`config.mk`:
```
export PLATFORM = sky130hd
export DESIGN_NAME = tbcap_timer
export DESIGN_NICKNAME = d
export VERILOG_FILES = /design/src/rtl/tbcap_pkg.sv /design/src/rtl/tbcap_counter.sv /design/src/rtl/tbcap_edge.sv /design/src/rtl/tbcap_regs.sv /design/src/rtl/tbcap_timer.sv
export SDC_FILE = /design/constraint.sdc
export NUM_CORES = 1
export LEC_CHECK = 0
export ABC_AREA = 1
export BUFFER_PORTS_ARGS = -buffer_cell sky130_fd_sc_hd__buf_2
export CAP_MARGIN = 20
export CELL_PAD_IN_SITES_DETAIL_PLACEMENT = 0
export CELL_PAD_IN_SITES_GLOBAL_PLACEMENT = 1
export CORE_ASPECT_RATIO = 0.5
export CORE_MARGIN = 2
export CORE_UTILIZATION = 40
export DETAILED_ROUTE_END_ITERATION = 8
export PLACE_DENSITY_LB_ADDON = 0.1
export SLEW_MARGIN = 40
export SYNTH_ARGS = -nofsm -noshare
export SYNTH_HDL_FRONTEND = slang
export SYNTH_SLANG_ARGS = --single-unit
```
`constraint.sdc`:
```
create_clock -name clk -period 1.4 [get_ports clk]
set_input_delay 0.14 -clock clk [delete_from_list [all_inputs] [get_ports clk]]
set_output_delay 0.14 -clock clk [all_outputs]
set_load 0.02 [all_outputs]
```
`src/rtl/tbcap_pkg.sv`:
```
// Shared constants for the timebase/capture timer.
// Assumes an 8-bit register bus with a one-bit register select.
package tbcap_pkg;

    localparam int DATA_W = 8;

    // Register select values
    typedef enum logic {
        SEL_CSR = 1'b0,
        SEL_CAP = 1'b1
    } reg_sel_e;

    // Control/status bit positions (software visible, fixed)
    localparam int B_CAP_IE  = 7;
    localparam int B_CAP_F   = 6;
    localparam int B_PER_SEL = 5;
    localparam int B_TB_IE   = 4;
    localparam int B_TB_F    = 3;

endpackage

```
`src/rtl/tbcap_counter.sv`:
```
// Prescaler and 8-bit up-counter.
// The prescaler divides the clock by PRESC_SHORT, or by twice that when
// long_sel is set. The counter runs from 0 to TICKS-1 and wraps; the wrap
// pulse marks the end of one timebase period.
// Assumes TICKS-1 fits in CNT_W bits.
module tbcap_counter #(
    parameter int PRESC_SHORT = 32,
    parameter int TICKS       = 250,
    parameter int CNT_W       = 8
) (
    input  logic             clk,
    input  logic             rst_n,
    input  logic             long_sel,
    output logic [CNT_W-1:0] cnt,
    output logic             wrap
);
    localparam int               PW       = $clog2(2 * PRESC_SHORT) + 1;
    localparam logic [PW-1:0]    LIM_S    = PW'(PRESC_SHORT - 1);
    localparam logic [PW-1:0]    LIM_L    = PW'(2 * PRESC_SHORT - 1);
    localparam logic [CNT_W-1:0] CNT_LAST = CNT_W'(TICKS - 1);

    logic [PW-1:0] presc_q;
    logic [PW-1:0] presc_lim;
    logic          tick;

    // Select the prescaler terminal count from the period select
    always_comb begin
        presc_lim = long_sel ? LIM_L : LIM_S;
        tick      = (presc_q >= presc_lim);
        wrap      = tick && (cnt == CNT_LAST);
    end

    // Advance the prescaler every clock and the counter on each tick
    always_ff @(posedge clk) begin
        if (!rst_n) begin
            presc_q <= '0;
            cnt     <= '0;
        end else if (tick) begin
            presc_q <= '0;
            cnt     <= (cnt == CNT_LAST) ? '0 : cnt + CNT_W'(1);
        end else begin
            presc_q <= presc_q + PW'(1);
        end
    end

    AST_CNT_RANGE: assert property (@(posedge clk) disable iff (!rst_n)
        cnt <= CNT_LAST);
    AST_WRAP_ZERO: assert property (@(posedge clk) disable iff (!rst_n)
        wrap |=> (cnt == '0));

endmodule

```
`src/rtl/tbcap_edge.sv`:
```
// Synchronizer and any-edge detector for the capture pin.
// STAGES flops bring the pin into the clock domain. cap_edge pulses for one
// cycle whenever the synchronized level differs from its previous sample.
// Assumes the pin is held low during reset.
module tbcap_edge #(
    parameter int STAGES = 2
) (
    input  logic clk,
    input  logic rst_n,
    input  logic pin,
    output logic cap_edge
);
    logic [STAGES-1:0] sync_q;
    logic              prev_q;

    // Shift the pin through the synchronizer and keep the last level
    always_ff @(posedge clk) begin
        if (!rst_n) begin
            sync_q <= '0;
            prev_q <= 1'b0;
        end else begin
            sync_q <= {sync_q[STAGES-2:0], pin};
            prev_q <= sync_q[STAGES-1];
        end
    end

    // Flag a level change on the synchronized pin
    always_comb cap_edge = sync_q[STAGES-1] ^ prev_q;

endmodule

```
`src/rtl/tbcap_regs.sv`:
```
// Register file: control/status bits, the two flags and the capture register.
// Flags are set by hardware and cleared only by bus reads. When a set and a
// clear land on the same edge, the set wins. Read data is combinational.
// Assumes single-cycle bus strobes.
module tbcap_regs
    import tbcap_pkg::*;
#(
    parameter int CNT_W = 8
) (
    input  logic              clk,
    input  logic              rst_n,
    input  logic              bus_addr,
    input  logic              bus_wr,
    input  logic              bus_rd,
    input  logic [DATA_W-1:0] bus_wdata,
    output logic [DATA_W-1:0] bus_rdata,
    input  logic [CNT_W-1:0]  cnt,
    input  logic              wrap,
    input  logic              cap_edge,
    output logic              long_sel,
    output logic              irq
);
    logic             cap_ie_q, tb_ie_q, per_q;
    logic             cap_f_q, tb_f_q;
    logic [CNT_W-1:0] cap_q;
    logic             wr_csr, rd_csr, rd_cap, do_cap;

    // Decode bus strobes and capture qualification
    always_comb begin
        wr_csr = bus_wr && (bus_addr == SEL_CSR);
        rd_csr = bus_rd && (bus_addr == SEL_CSR);
        rd_cap = bus_rd && (bus_addr == SEL_CAP);
        do_cap = cap_edge && !cap_f_q;
    end

    // Software-written control bits
    always_ff @(posedge clk) begin
        if (!rst_n) begin
            cap_ie_q <= 1'b0;
            per_q    <= 1'b0;
            tb_ie_q  <= 1'b0;
        end else if (wr_csr) begin
            cap_ie_q <= bus_wdata[B_CAP_IE];
            per_q    <= bus_wdata[B_PER_SEL];
            tb_ie_q  <= bus_wdata[B_TB_IE];
        end
    end

    // Timebase flag: set on wrap, cleared by a status read, set wins
    always_ff @(posedge clk) begin
        if (!rst_n)       tb_f_q <= 1'b0;
        else if (wrap)    tb_f_q <= 1'b1;
        else if (rd_csr)  tb_f_q <= 1'b0;
    end

    // Capture flag and value: load once, then lock until the value is read
    always_ff @(posedge clk) begin
        if (!rst_n) begin
            cap_f_q <= 1'b0;
            cap_q   <= '0;
        end else if (do_cap) begin
            cap_f_q <= 1'b1;
            cap_q   <= cnt;
        end else if (rd_cap) begin
            cap_f_q <= 1'b0;
        end
    end

    // Read mux and interrupt combine
    always_comb begin
        bus_rdata = '0;
        if (bus_addr == SEL_CAP) begin
            bus_rdata = DATA_W'(cap_q);
        end else begin
            bus_rdata[B_CAP_IE]  = cap_ie_q;
            bus_rdata[B_CAP_F]   = cap_f_q;
            bus_rdata[B_PER_SEL] = per_q;
            bus_rdata[B_TB_IE]   = tb_ie_q;
            bus_rdata[B_TB_F]    = tb_f_q;
        end
        long_sel = per_q;
        irq      = (cap_f_q && cap_ie_q) || (tb_f_q && tb_ie_q);
    end

    AST_TB_SET: assert property (@(posedge clk) disable iff (!rst_n)
        wrap |=> tb_f_q);
    AST_TB_WR_IGNORED: assert property (@(posedge clk) disable iff (!rst_n)
        (bus_wr && !bus_rd && !wrap) |=> $stable(tb_f_q));
    AST_CAP_LOCKED: assert property (@(posedge clk) disable iff (!rst_n)
        (cap_f_q && !rd_cap) |=> ($stable(cap_q) && cap_f_q));
    AST_CAP_ARM: assert property (@(posedge clk) disable iff (!rst_n)
        (cap_edge && !cap_f_q) |=> cap_f_q);

endmodule

```
`src/rtl/tbcap_timer.sv`:
```
// Top: timebase timer with input capture on a small register bus.
// Wires the prescaled counter, the capture pin synchronizer and the
// register file. Assumes cap_pin is low during reset.
module tbcap_timer #(
    parameter int PRESC_SHORT = 32,
    parameter int TICKS       = 250,
    parameter int CNT_W       = 8,
    parameter int SYNC_STAGES = 2
) (
    input  logic       clk,
    input  logic       rst_n,
    input  logic       bus_addr,
    input  logic       bus_wr,
    input  logic       bus_rd,
    input  logic [7:0] bus_wdata,
    output logic [7:0] bus_rdata,
    input  logic       cap_pin,
    output logic       irq
);
    logic [CNT_W-1:0] cnt;
    logic             wrap;
    logic             cap_edge;
    logic             long_sel;

    tbcap_counter #(
        .PRESC_SHORT(PRESC_SHORT),
        .TICKS      (TICKS),
        .CNT_W      (CNT_W)
    ) u_cnt (
        .clk     (clk),
        .rst_n   (rst_n),
        .long_sel(long_sel),
        .cnt     (cnt),
        .wrap    (wrap)
    );

    tbcap_edge #(
        .STAGES(SYNC_STAGES)
    ) u_edge (
        .clk     (clk),
        .rst_n   (rst_n),
        .pin     (cap_pin),
        .cap_edge(cap_edge)
    );

    tbcap_regs #(
        .CNT_W(CNT_W)
    ) u_regs (
        .clk      (clk),
        .rst_n    (rst_n),
        .bus_addr (bus_addr),
        .bus_wr   (bus_wr),
        .bus_rd   (bus_rd),
        .bus_wdata(bus_wdata),
        .bus_rdata(bus_rdata),
        .cnt      (cnt),
        .wrap     (wrap),
        .cap_edge (cap_edge),
        .long_sel (long_sel),
        .irq      (irq)
    );

endmodule

```
Yosys cells after proc, flatten, opt, wreduce, memory -nomap -nowiden

Cells that the tools add are included.

Flip-flop bits (word level): 31
Input port bits: 14
Output and inout port bits: 9
Word-level logic and storage cells: 37

$add $sub $neg: 2
Order comparisons: 1
Eq/ne operators: 1
Mux-type cells: 8
Bitwise operators: 3
Reduce and logical (&&, ||, !) cells: 12

Operators by type and width:

| cell                  | number |
|---|---|
| $add A8 B1 Y8 const B | 1 |
| $eq A8 B8 Y1 const B  | 1 |
| $mux W8               | 1 |
| $add A7 B1 Y7 const B | 1 |
| $ge A7 B7 Y1          | 1 |
| $logic_and A1 B1 Y1   | 7 |
| $mux W6               | 1 |
| $mux W5               | 1 |
| $mux W1               | 4 |
| $reduce_bool A2 Y1    | 2 |
| $mux W3               | 1 |
| $not A1 Y1            | 2 |
| $reduce_or A2 Y1      | 1 |
| $logic_not A1 Y1      | 1 |
| $logic_or A1 B1 Y1    | 1 |
| $xor A1 B1 Y1         | 1 |

Logic depth before layout (Yosys ltp)

Gate-level depths: netlist of the first run.

Depth in word-level cells: 4
Mapped depth: 10
Depth with buffers taken out: 10

Cells and area by module

A second synthesis of the first run with hierarchy kept.

Cell total of the unflattened synthesis: 230
Area total of the unflattened synthesis: 1639.1 µm²

Modules (own cells, without submodules):

| module        | instances | cells an instance | area each (µm²) | sequential area each (µm²) |
|---|---|---|---|---|
| tbcap_counter | 1         | 120               | 883.3           | 300.3 |
| tbcap_regs    | 1         | 96                | 654.4           | 260.2 |
| tbcap_edge    | 1         | 14                | 101.3           | 60.1 |

Worst setup path after synthesis of the first run

Ideal clock, no wire load.

Path kind: register to register
Start: register u_regs.per_q (netlist: u_regs.long_sel)
End: register u_cnt.cnt[3]
Arrival: 1180 ps
Required time: 1280 ps
Setup slack: 100 ps
Cell stages (with the launch flop): 11
Buffers on the path: 1
Period minus slack after synthesis: 1300 ps
Path through: dfxtp_1 > inv_1 > ha_1 > inv_1 > nor2_4 > nand2_4 > nand2_4 > buf_12 > nand3_1 > nand2_1 > nor2_1

Word-level cells in the longest chain between the ends: 2

RTL lines:

| what                   | RTL line            | text |
|---|---|---|
| start, declared        | tbcap_regs.sv:23    | `logic cap_ie_q, tb_ie_q, per_q;` |
| start signal, assigned | tbcap_regs.sv:44    | `per_q <= bus_wdata[B_PER_SEL];` |
| $mux W6                | tbcap_counter.sv:28 | `presc_lim = long_sel ? LIM_L : LIM_S;` |
| $ge A7 B7 Y1           | tbcap_counter.sv:29 | `tick = (presc_q >= presc_lim);` |
| end signal, assigned   | tbcap_counter.sv:40 | `cnt <= (cnt == CNT_LAST) ? '0 : cnt + CNT_W'(1);` |
| end, declared          | tbcap_counter.sv:14 | `output logic [CNT_W-1:0] cnt,` |

No other way between the ends.
A chain may end at the register's enable or synchronous reset.

Worst setup path in the final report of the first run

Start: register u_regs.per_q (netlist: u_regs.long_sel)
End: register u_cnt.cnt[6]

Same word-level chain as after synthesis.

==> metrics, run 1 <==
share of the clock period used by the worst path 0.918; worst hold path stage count 3; endpoints failing hold 0; cell class contributing the biggest share of worst-path delay simple AND/OR/NAND/NOR gates; total power density per cell area about 1000 mW/mm^2; total number of clock tree sinks 31; fraction of the yosys area taken by sequential cells 0.427; per-instance average area after synthesis between 7 and 8 sq um; status finished clean; die area 0.00416 sq mm; total of max-cap violations 0; via count between 1000 and 1500; synthesized net count slightly above 200; total of flip-flops plus latches after synthesis 31; DRT antenna net count 0; wire length of the first global-routing pass about 4600 um; number of instances in the synthesized netlist approximately 190; GRT Util Overall 0.154; diode insertion count for antenna repair 0; vias per cell ~4.6; Max Root-Sink Buffers 2; worst-margin pin slew roughly 240 ps; global-route congestion overflow total 0; hold endpoint u_edge.sync_q[0]$_SDFF_PN0_; VDD IR-drop max ~550 uV; final critical-path required period approximately 1300 ps; maximum fanout count along the critical path 8; Arr. time, crit path 1500 ps; Leakage Power between 0.0007 and 0.0008 uW; number of buffer and inverter instances along the worst setup path 3; area inside the core boundary 0.00345 sq mm; cell area after layout between 0.0015 and 0.002 sq mm; fraction of layout instances using a drive strength above 1 0.280; CP Launch Type register; final estimated routing congestion in global placement roughly 0.73; Final Max Slew Viols 0; total placed instance area 0.00163 sq mm; TNS Setup 0 ps; count of cell types in the netlist 27; via count of the first global-routing pass 1027; commonest cells after routing, fill and taps aside 29 x nand2_1, 29 x dfxtp_1, 23 x inv_1, 17 x nor2_1, 17 x buf_2; critical path data required time roughly 1600 ps; H-Tree Depth 2; detail-routed net length per standard cell between 10 and 15 um; die extent in y around 47 um; number of iterations in the first detailed-routing pass 4; source of the worst hold timing path cap_pin; final setup fails 0; number of synthesis warnings 0; initial antenna violation count 0; total of hold buffers inserted after clock tree synthesis 0; drt total wl 2800 um; number of placed I/O pins 23; worst flop-to-flop path startpoint u_regs.long_sel$_SDFFE_PN0P_; area added between synthesis and finish 20.7%; horizontal die dimension 89.3 um; detailed placement HPWL approximately 2100 um; Overall Power 1770 uW; slowest stage cell, crit path dfxtp_2; drt first-iter violations 34; endpoint of the most critical register-to-register path u_cnt.cnt[6]$_SDFFE_PN0P_; unrepaired setup endpoints after global routing yes; pin count of the biggest net entering global routing 18; Nets roughly 230; cts bufs inserted 5; clock transition at the register clock pins on the worst setup and hold paths after CTS around 60 ps; later-pin clock latency in the skew report between 200 and 300 ps; Reg2Reg Depth 11; residual DRC count 0; combined area of all synthesized cells roughly 0.0015 sq mm; highest cell delay on the worst timing path between 300 and 400 ps; worst reg2reg setup slack between 100 and 150 ps; cells along the critical path inv_2 -> ha_4 -> inv_2 -> nor2_4 -> nand2_4 -> nand2_4 -> buf_6 -> nand2_2 -> nand2_1 -> nand2_1 -> nor2_1; TritonCTS clock tree done; CP endpoint kind register; Worst slew margin 0.839; initial standard-cell utilization of the core 0.421; class of the worst hold path primary input to register; Max Freq 0.778 GHz; kind of critical path register to register; Root Buffer Master clkbuf_8; clock skew around 3.4 ps; standard-cell rows 15; Port Buffers 17
-- cells by family (layout without fill, tap and decap cells) --
kind of cell | count (synthesis) | in the layout | share of synthesized area
buffers and inverters | 31 | 60 | 0.0981
AO/OA/AOI/OAI | 37 | 37 | 0.138
flip-flops | 31 | 31 | 0.427
adder cells (fa/ha/maj) | 4 | 4 | 0.0344
AND/OR/NAND/NOR | 77 | 77 | 0.273
XOR/XNOR | 5 | 5 | 0.0301
-- sequential cells by signal (all words and copies together), names as in the netlist --
name	count
u_cnt.cnt	8
u_cnt.presc_q	7
u_edge.prev_q	1
u_edge.sync_q	2
u_regs.cap_f_q	1
u_regs.cap_ie_q	1
u_regs.cap_q	8
u_regs.long_sel	1
u_regs.tb_f_q	1
u_regs.tb_ie_q	1
-- final cells by class --
class,count,area (sq um)
Clock buffer,6,82.6
Clock inverter,1,5.00
Fill cell,376,1700
Inverter,26,97.6
Multi-Input combinational cell,123,718
Sequential cell,31,623
Tap cell,51,63.8
Timing Repair Buffer,27,164
-- timing repair --
action	CTS	global route
endpoints found under the setup margin	3	11
setup buffers	0	0
pin swaps	0	4
gates resized for setup	1	10
-- metrics by stage --
stage | utilization | std cells | hold slack [ps] | setup slack [ps]
after detailed placement | 0.473 | 258 | 331 | -20.1
after CTS | 0.499 | 265 | 44.9 | 0.865
after global routing | 0.508 | 265 | 48.8 | -27.0
after floorplan | - | 185 | 238 | 100
final | 0.508 | 265 | 52.7 | 114
after global placement | 0.473 | 258 | 326 | -13.3
-- power breakdown --
| group | total, uW | internal (uW) | leakage, uW | switching, uW |
|---|---|---|---|---|
| clock | 691 | 385 | 0.0000470 | 306 |
| combinational | 143 | 51.7 | 0.000459 | 91.0 |
| sequential | 934 | 917 | 0.000253 | 17.0 |
| total | 1770 | 1350 | 0.000760 | 414 |
-- cells in the mapped netlist --
master	instances	area, sq um
buf_2	2	10.0
inv_2	1	3.75
dfxtp_1	31	621
a21oi_1	15	75.1
nor3_4	1	16.3
xnor2_1	2	17.5
nor3_1	2	10.0
nand2_2	3	18.8
buf_12	1	20.0
o22ai_1	1	6.26
nor2_1	17	63.8
inv_1	25	93.8
nor2_4	2	22.5
nand2_1	31	116
nand2_4	2	22.5
nand3_2	5	50.1
o21ai_0	16	80.1
clkbuf_1	1	3.75
o21ai_1	1	5.00
ha_1	4	50.1
nand4_1	3	18.8
xor2_1	3	26.3
nand3_1	10	50.1
nor3b_1	1	7.51
a21oi_2	3	26.3
buf_6	1	11.3
o21a_1	1	7.51
-- worst max-delay path by stage --
stage	startpoint	end	slack (ps)	cells past startpoint
final	u_regs.long_sel$_SDFFE_PN0P_	u_cnt.cnt[6]$_SDFFE_PN0P_	110	11
after global routing	u_regs.long_sel$_SDFFE_PN0P_	u_cnt.cnt[6]$_SDFFE_PN0P_	-30	11
after floorplan	u_regs.long_sel$_SDFFE_PN0P_	u_cnt.cnt[3]$_SDFFE_PN0P_	100	10
after global placement	u_regs.long_sel$_SDFFE_PN0P_	u_cnt.cnt[6]$_SDFFE_PN0P_	-10	9
after CTS	u_regs.long_sel$_SDFFE_PN0P_	u_cnt.cnt[6]$_SDFFE_PN0P_	0.9	11
after detailed placement	u_regs.long_sel$_SDFFE_PN0P_	u_cnt.cnt[3]$_SDFFE_PN0P_	-20	9
-- worst min-delay path, delay by kind of cell --
kind | cells | cell delay (ps)
buffers and inverters | 2 | 120
and+or+nand+nor | 1 | 40
-- layer usage --
metal / vias up / GRT usage / share of wire
met5: - / 0 / 0
met4: 0 / 0.0358 / 0.0043
met3: 2 / 0.0699 / 0.045
met2: 17 / 0.233 / 0.42
met1: 549 / 0.203 / 0.53
li1: 649 / - / -
(Power assumes the default switching activity.)
==> run 2, diff against run 1 <==
--- a/config.mk
+++ b/config.mk
@@ -15,6 +15,7 @@
 export CORE_UTILIZATION = 40
 export DETAILED_ROUTE_END_ITERATION = 8
 export PLACE_DENSITY_LB_ADDON = 0.1
+export RECOVER_POWER = 25
 export SLEW_MARGIN = 40
 export SYNTH_ARGS = -nofsm -noshare
 export SYNTH_HDL_FRONTEND = slang
==> metrics, run 2 (same netlist as run 1, synthesis figures left out) <==
total number of clock tree sinks 31 (unchanged); detail-routed net length per standard cell 10.6 um (about the same); Arr. time, crit path 1500 ps (about the same); via count 1216 (was 1217); residual DRC count 0 (unchanged); die extent in y 46.6 um (unchanged); kind of critical path register to register (unchanged); clock transition at the register clock pins on the worst setup and hold paths after CTS 60 ps (about the same); wire length of the first global-routing pass 4610 um (unchanged); pin count of the biggest net entering global routing 18 (unchanged); Final Max Slew Viols 0 (unchanged); GRT Util Overall 0.154 (unchanged); area of all sequential standard cells 623 sq um (unchanged); CP endpoint kind register (unchanged); CP startpoint u_regs.long_sel$_SDFFE_PN0P_ (unchanged); cts bufs inserted 5 (unchanged); worst-margin pin slew 570 ps (was 241 ps); initial antenna violation count 0 (unchanged); endpoint of the most critical register-to-register path u_cnt.cnt[6]$_SDFFE_PN0P_ (unchanged); VDD IR-drop max 554 uV (about the same); endpoint of the worst setup timing path u_cnt.cnt[6]$_SDFFE_PN0P_ (unchanged); critical path data required time 1610 ps (about the same); Reg2Reg Depth 11 (unchanged); post-route core utilization 0.506 (was 0.508); Nets 232 (unchanged); later-pin clock latency in the skew report 270 ps (about the same); number of iterations in the first detailed-routing pass 4 (unchanged); Overall Power 1770 uW (about the same); area inside the core boundary 0.00345 sq mm (unchanged); worst flop-to-flop path startpoint u_regs.long_sel$_SDFFE_PN0P_ (unchanged); total power density per cell area 1010 mW/mm^2 (about the same); clock skew 3.43 ps (unchanged); largest registers u_cnt.cnt (8), u_regs.cap_q (8), u_cnt.presc_q (7) (unchanged); drt first-iter violations 33 (was 34); endpoints failing hold 0 (unchanged); maximum fanout count along the critical path 8 (unchanged); number of placed I/O pins 23 (unchanged); detailed placement HPWL 2080 um (unchanged); area added between synthesis and finish 20.2% (was 20.7%); die area 0.00416 sq mm (unchanged); Port Buffers 17 (unchanged); TritonCTS clock tree done (unchanged); Worst slew margin 0.620 (was 0.839); global-route congestion overflow total 0 (unchanged); Max Freq 0.778 GHz (about the same); Root Buffer Master clkbuf_8 (unchanged); fraction of layout instances using a drive strength above 1 0.266 (was 0.280); number of non-filler instances in the completed layout 265 (unchanged); CP Launch Type register (unchanged); worst hold path stage count 3 (unchanged); total of fill cells in the finished design 380 (was 376); horizontal die dimension 89.3 um (unchanged); drt total wl 2800 um (about the same); standard-cell rows 15 (unchanged); class of the worst hold path primary input to register (unchanged); total of max-cap violations 0 (unchanged); H-Tree Depth 2 (unchanged); worst hold slack 52.7 ps (unchanged); diode insertion count for antenna repair 0 (unchanged); cell area after layout 0.00175 sq mm (about the same); unrepaired setup endpoints after global routing yes (unchanged); Leakage Power 0.000748 uW (was 0.000760 uW); vias per cell 4.59 (about the same); status finished clean (unchanged); DRT antenna net count 0 (unchanged); Max Root-Sink Buffers 2 (unchanged); final setup fails 0 (unchanged); final critical-path required period 1290 ps (about the same); total placed instance area 0.00163 sq mm (unchanged); worst reg2reg setup slack 110 ps (about the same); initial standard-cell utilization of the core 0.421 (unchanged); share of the clock period used by the worst path 0.918 (about the same); commonest cells after routing, fill and taps aside 29 x nand2_1, 29 x dfxtp_1, 23 x inv_1, 17 x nor2_1 (was 29 x nand2_1, 29 x dfxtp_1, 23 x inv_1, 17 x nor2_1, 17 x buf_2); number of cells in the design after placement 258 (unchanged); area taken by multi-input logic gates 718 sq um (unchanged); via count of the first global-routing pass 1027 (unchanged); final estimated routing congestion in global placement 0.731 (unchanged)
[run 2: cell types whose count changed in the layout (fill, tap and decap cells not counted), sizes merged]
cell    previous run  this run
buf               27        23
clkbuf             6        10
[run 2: how the worst min path moves through the flow]
stage	from	endpoint	slack, ps
global route	cap_pin	u_edge.sync_q[0]$_SDFF_PN0_	50
detailed placement	cap_pin	u_edge.sync_q[0]$_SDFF_PN0_	330
floorplan	cap_pin	u_edge.sync_q[0]$_SDFF_PN0_	240
global placement	cap_pin	u_edge.sync_q[0]$_SDFF_PN0_	330
CTS	cap_pin	u_edge.sync_q[0]$_SDFF_PN0_	40
finish	cap_pin	u_edge.sync_q[0]$_SDFF_PN0_	50
[run 2: routing by layer]
layer	up-vias	share of wire	global-route usage	routed length, um
met2	17	0.42	0.233	1170
met5	-	0	0	0
met1	548	0.53	0.203	1500
li1	649	-	-	-
met4	0	0.0043	0.0358	12
met3	2	0.045	0.0699	127
[run 2: final cells by class]
class | instances | area share
Sequential cell | 31 | 0.356
Tap cell | 51 | 0.0365
Multi-Input combinational cell | 123 | 0.411
Clock buffer | 6 | 0.0472
Timing Repair Buffer | 27 | 0.0902
Inverter | 26 | 0.0558
Clock inverter | 1 | 0.00286
[run 2: what timing repair did]
item / 4_1_cts / 5_1_grt
buffers inserted: 0 / 0
endpoints found under the setup margin: 3 / 11
pin swaps: 0 / 4
hold buffers: 0 / 0
gates resized for setup: 1 / 10
[run 2: metrics by stage]
| stage | setup TNS, ps | setup slack (ps) |
|---|---|---|
| detailed placement | -50.5 | -20.1 |
| floorplan | 0 | 100 |
| global route | -28.3 | -27.0 |
| CTS | 0 | 0.865 |
| finish | 0 | 114 |
| global placement | -32.5 | -13.3 |
[run 2: worst max-delay path, cell delays in order, from the launching register on]
cell	delay, ps
dfxtp_2	320
inv_2	50
ha_4	260
inv_2	30
nor2_4	80
nand2_4	70
nand2_4	70
buf_6	130
nand2_2	50
nand2_1	50
nand2_1	40
nor2_1	80
[run 2: where the power goes]
group | switching [uW] | internal [uW]
registers | 17.0 | 917
clock network | 306 | 385
logic | 91.1 | 49.4
==> run 3, diff against run 2 <==
--- a/config.mk
+++ b/config.mk
@@ -6,13 +6,13 @@
 export NUM_CORES = 1
 export LEC_CHECK = 0
 export ABC_AREA = 1
-export BUFFER_PORTS_ARGS = -buffer_cell sky130_fd_sc_hd__buf_2
+export BUFFER_PORTS_ARGS = -buffer_cell sky130_fd_sc_hd__buf_4
 export CAP_MARGIN = 20
 export CELL_PAD_IN_SITES_DETAIL_PLACEMENT = 0
 export CELL_PAD_IN_SITES_GLOBAL_PLACEMENT = 1
 export CORE_ASPECT_RATIO = 0.5
 export CORE_MARGIN = 2
-export CORE_UTILIZATION = 40
+export CORE_UTILIZATION = 25
 export DETAILED_ROUTE_END_ITERATION = 8
 export PLACE_DENSITY_LB_ADDON = 0.1
 export RECOVER_POWER = 25
==> metrics, run 3 (same netlist as run 1, synthesis figures left out) <==
number of iterations in the first detailed-routing pass 4 (unchanged); Reg2Reg Depth 11 (unchanged); endpoints failing hold 0 (unchanged); Max Freq 0.774 GHz (was 0.778 GHz); standard-cell rows 19 (was 15); die area 0.00648 sq mm (was 0.00416 sq mm); vias per cell 4.12 (was 4.59); clock network fraction of design power 0.540 (was 0.391); residual DRC count 0 (unchanged); initial antenna violation count 0 (unchanged); worst flop-to-flop path startpoint u_regs.long_sel$_SDFFE_PN0P_ (unchanged); switching share of total power 0.213 (was 0.235); power share of the combinational group 0.065 (was 0.080); wire length of the first global-routing pass 5510 um (was 4610 um); VDD IR-drop max 427 uV (was 554 uV); Root Buffer Master clkbuf_16 (was clkbuf_8); CP startpoint u_regs.long_sel$_SDFFE_PN0P_ (unchanged); drt total wl 3270 um (was 2800 um); most common cell after layout, fill and taps aside dfxtp_1; endpoint of the most critical register-to-register path u_cnt.cnt[6]$_SDFFE_PN0P_ (unchanged); largest registers u_cnt.cnt (8), u_regs.cap_q (8), u_cnt.presc_q (7) (unchanged); Leakage Power 0.000797 uW (was 0.000748 uW); worst reg2reg setup slack 110 ps (about the same); Max Root-Sink Buffers 2 (unchanged); Internal Pwr Total 1860 uW (was 1350 uW); global-route congestion overflow total 0 (unchanged); Overall Power 2370 uW (was 1770 uW); share of the clock period used by the worst path 0.923 (was 0.918); detail-routed net length per standard cell 11.3 um (was 10.6 um); number of placed I/O pins 23 (unchanged); H-Tree Depth 2 (unchanged); total power density per cell area 1240 mW/mm^2 (was 1010 mW/mm^2); total of max-cap violations 0 (unchanged); sequential share of power 0.395 (was 0.529); buffers inserted by post-CTS timing repair 0 (unchanged); clock transition at the register clock pins on the worst setup and hold paths after CTS 60 ps (about the same); class of the worst hold path primary input to register (unchanged); endpoint of the worst setup timing path u_cnt.cnt[6]$_SDFFE_PN0P_ (unchanged); final setup fails 0 (unchanged); TritonCTS clock tree done (unchanged); unrepaired setup endpoints after global routing yes (unchanged); final critical-path required period 1290 ps (about the same); GRT Util Overall 0.113 (was 0.154); Arr. time, crit path 1510 ps (was 1500 ps); DRT antenna net count 0 (unchanged); detailed placement HPWL 2400 um (was 2080 um); switching power of the nets 504 uW (was 414 uW); total placed instance area 0.00170 sq mm (was 0.00163 sq mm); diode insertion count for antenna repair 0 (unchanged); via count 1186 (was 1216); total number of clock tree sinks 31 (unchanged); via count of the first global-routing pass 1100 (was 1027); maximum fanout count along the critical path 8 (unchanged); critical path data required time 1620 ps (was 1610 ps); status finished clean (unchanged); drt first-iter violations 81 (was 33); cell area after layout 0.00191 sq mm (was 0.00175 sq mm); pin count of the biggest net entering global routing 20 (was 18); Nets 232 (unchanged); initial standard-cell utilization of the core 0.262 (was 0.421); cts bufs inserted 5 (unchanged); Final Max Slew Viols 0 (unchanged); clock skew 6.27 ps (was 3.43 ps); worst-margin pin slew 565 ps (was 570 ps); kind of critical path register to register (unchanged); number of non-filler instances in the completed layout 288 (was 265); commonest cells after routing, fill and taps aside 29 x dfxtp_1, 26 x nand2_1, 23 x inv_1, 23 x buf_4, 17 x nor2_1 (was 29 x nand2_1, 29 x dfxtp_1, 23 x inv_1, 17 x nor2_1); area added between synthesis and finish 31.1% (was 20.2%); number of cells in the design after placement 280 (was 258); CP endpoint kind register (unchanged); horizontal die dimension 112 um (was 89.3 um); final estimated routing congestion in global placement 0.739 (was 0.731); area inside the core boundary 0.00554 sq mm (was 0.00345 sq mm); later-pin clock latency in the skew report 280 ps (was 270 ps); CP Launch Type register (unchanged); fraction of layout instances using a drive strength above 1 0.279 (was 0.266); Port Buffers 17 (unchanged); Worst slew margin 0.623 (was 0.620); die extent in y 57.9 um (was 46.6 um)
==> run 3: changes by cell type in the layout (fill, tap and decap cells not counted), sizes merged <==
cell | previous run | this run
bufinv | 0 | 1
buf | 23 | 24
clkbuf | 10 | 9
==> run 3: layout make-up <==
cell class                 count  area [sq um]
clock inverter                 2          35.0
timing repair buffer          27           199
fill                         606          3630
multi-input combinational    123           721
inverter                      26          97.6
tap                           73          91.3
clock buffer                   6           139
sequential                    31           623
==> run 3: power groups by stage <==
stage | sequential (uW) | combinational (uW) | clock [uW]
final | 936 | 154 | 1280
after global routing | 939 | 177 | 1380
after CTS | 934 | 159 | 1310
after detailed placement | 953 | 157 | 0
after floorplan | 949 | 97.8 | 0
after global placement | 953 | 157 | 0
==> run 3: what timing repair did <==
item / CTS / global route
hold buffers: 0 / 0
endpoints found under the setup margin: 5 / 10
gates resized for setup: 2 / 11
pin swaps: 0 / 4
==> run 3: metrics by stage <==
step	setup slack [ps]	utilization	TNS [ps]	hold WS, ps
2_1_floorplan	100	-	0	238
3_3_place_gp	-41.3	0.307	-136	337
3_5_place_dp	-44.9	0.307	-145	334
4_1_cts	21.2	0.340	0	48.7
5_1_grt	-33.9	0.344	-48.9	59.7
6_report	108	0.344	0	50.1
==> run 3: how the worst min path moves through the flow <==
stage                 start                           to  slack [ps]  cells past startpoint
global placement    cap_pin  u_edge.sync_q[0]$_SDFF_PN0_         340                      3
finish              cap_pin  u_edge.sync_q[0]$_SDFF_PN0_          50                      3
detailed placement  cap_pin  u_edge.sync_q[0]$_SDFF_PN0_         330                      3
CTS                 cap_pin  u_edge.sync_q[0]$_SDFF_PN0_          50                      3
floorplan           cap_pin  u_edge.sync_q[0]$_SDFF_PN0_         240                      2
global route        cap_pin  u_edge.sync_q[0]$_SDFF_PN0_          60                      3
==> run 3: layer usage <==
metal / GRT usage / wire (um) / vias up / part of all wire
li1: - / - / 652 / -
met3: 0.0471 / 154 / 5 / 0.047
met4: 0.0423 / 39 / 0 / 0.012
met5: 0 / 0 / - / 0
met1: 0.161 / 1800 / 517 / 0.55
met2: 0.150 / 1270 / 12 / 0.39
==> run 3: critical path: stages (launching register included) <==
cell and delay (ps):
dfxtp_2 320, inv_2 50, ha_4 250, inv_2 30, nor2_4 80, nand2_4 70, nand2_4 70, buf_8 130
nand2_2 40, nand2_1 50, nand2_1 40, nor2_1 90
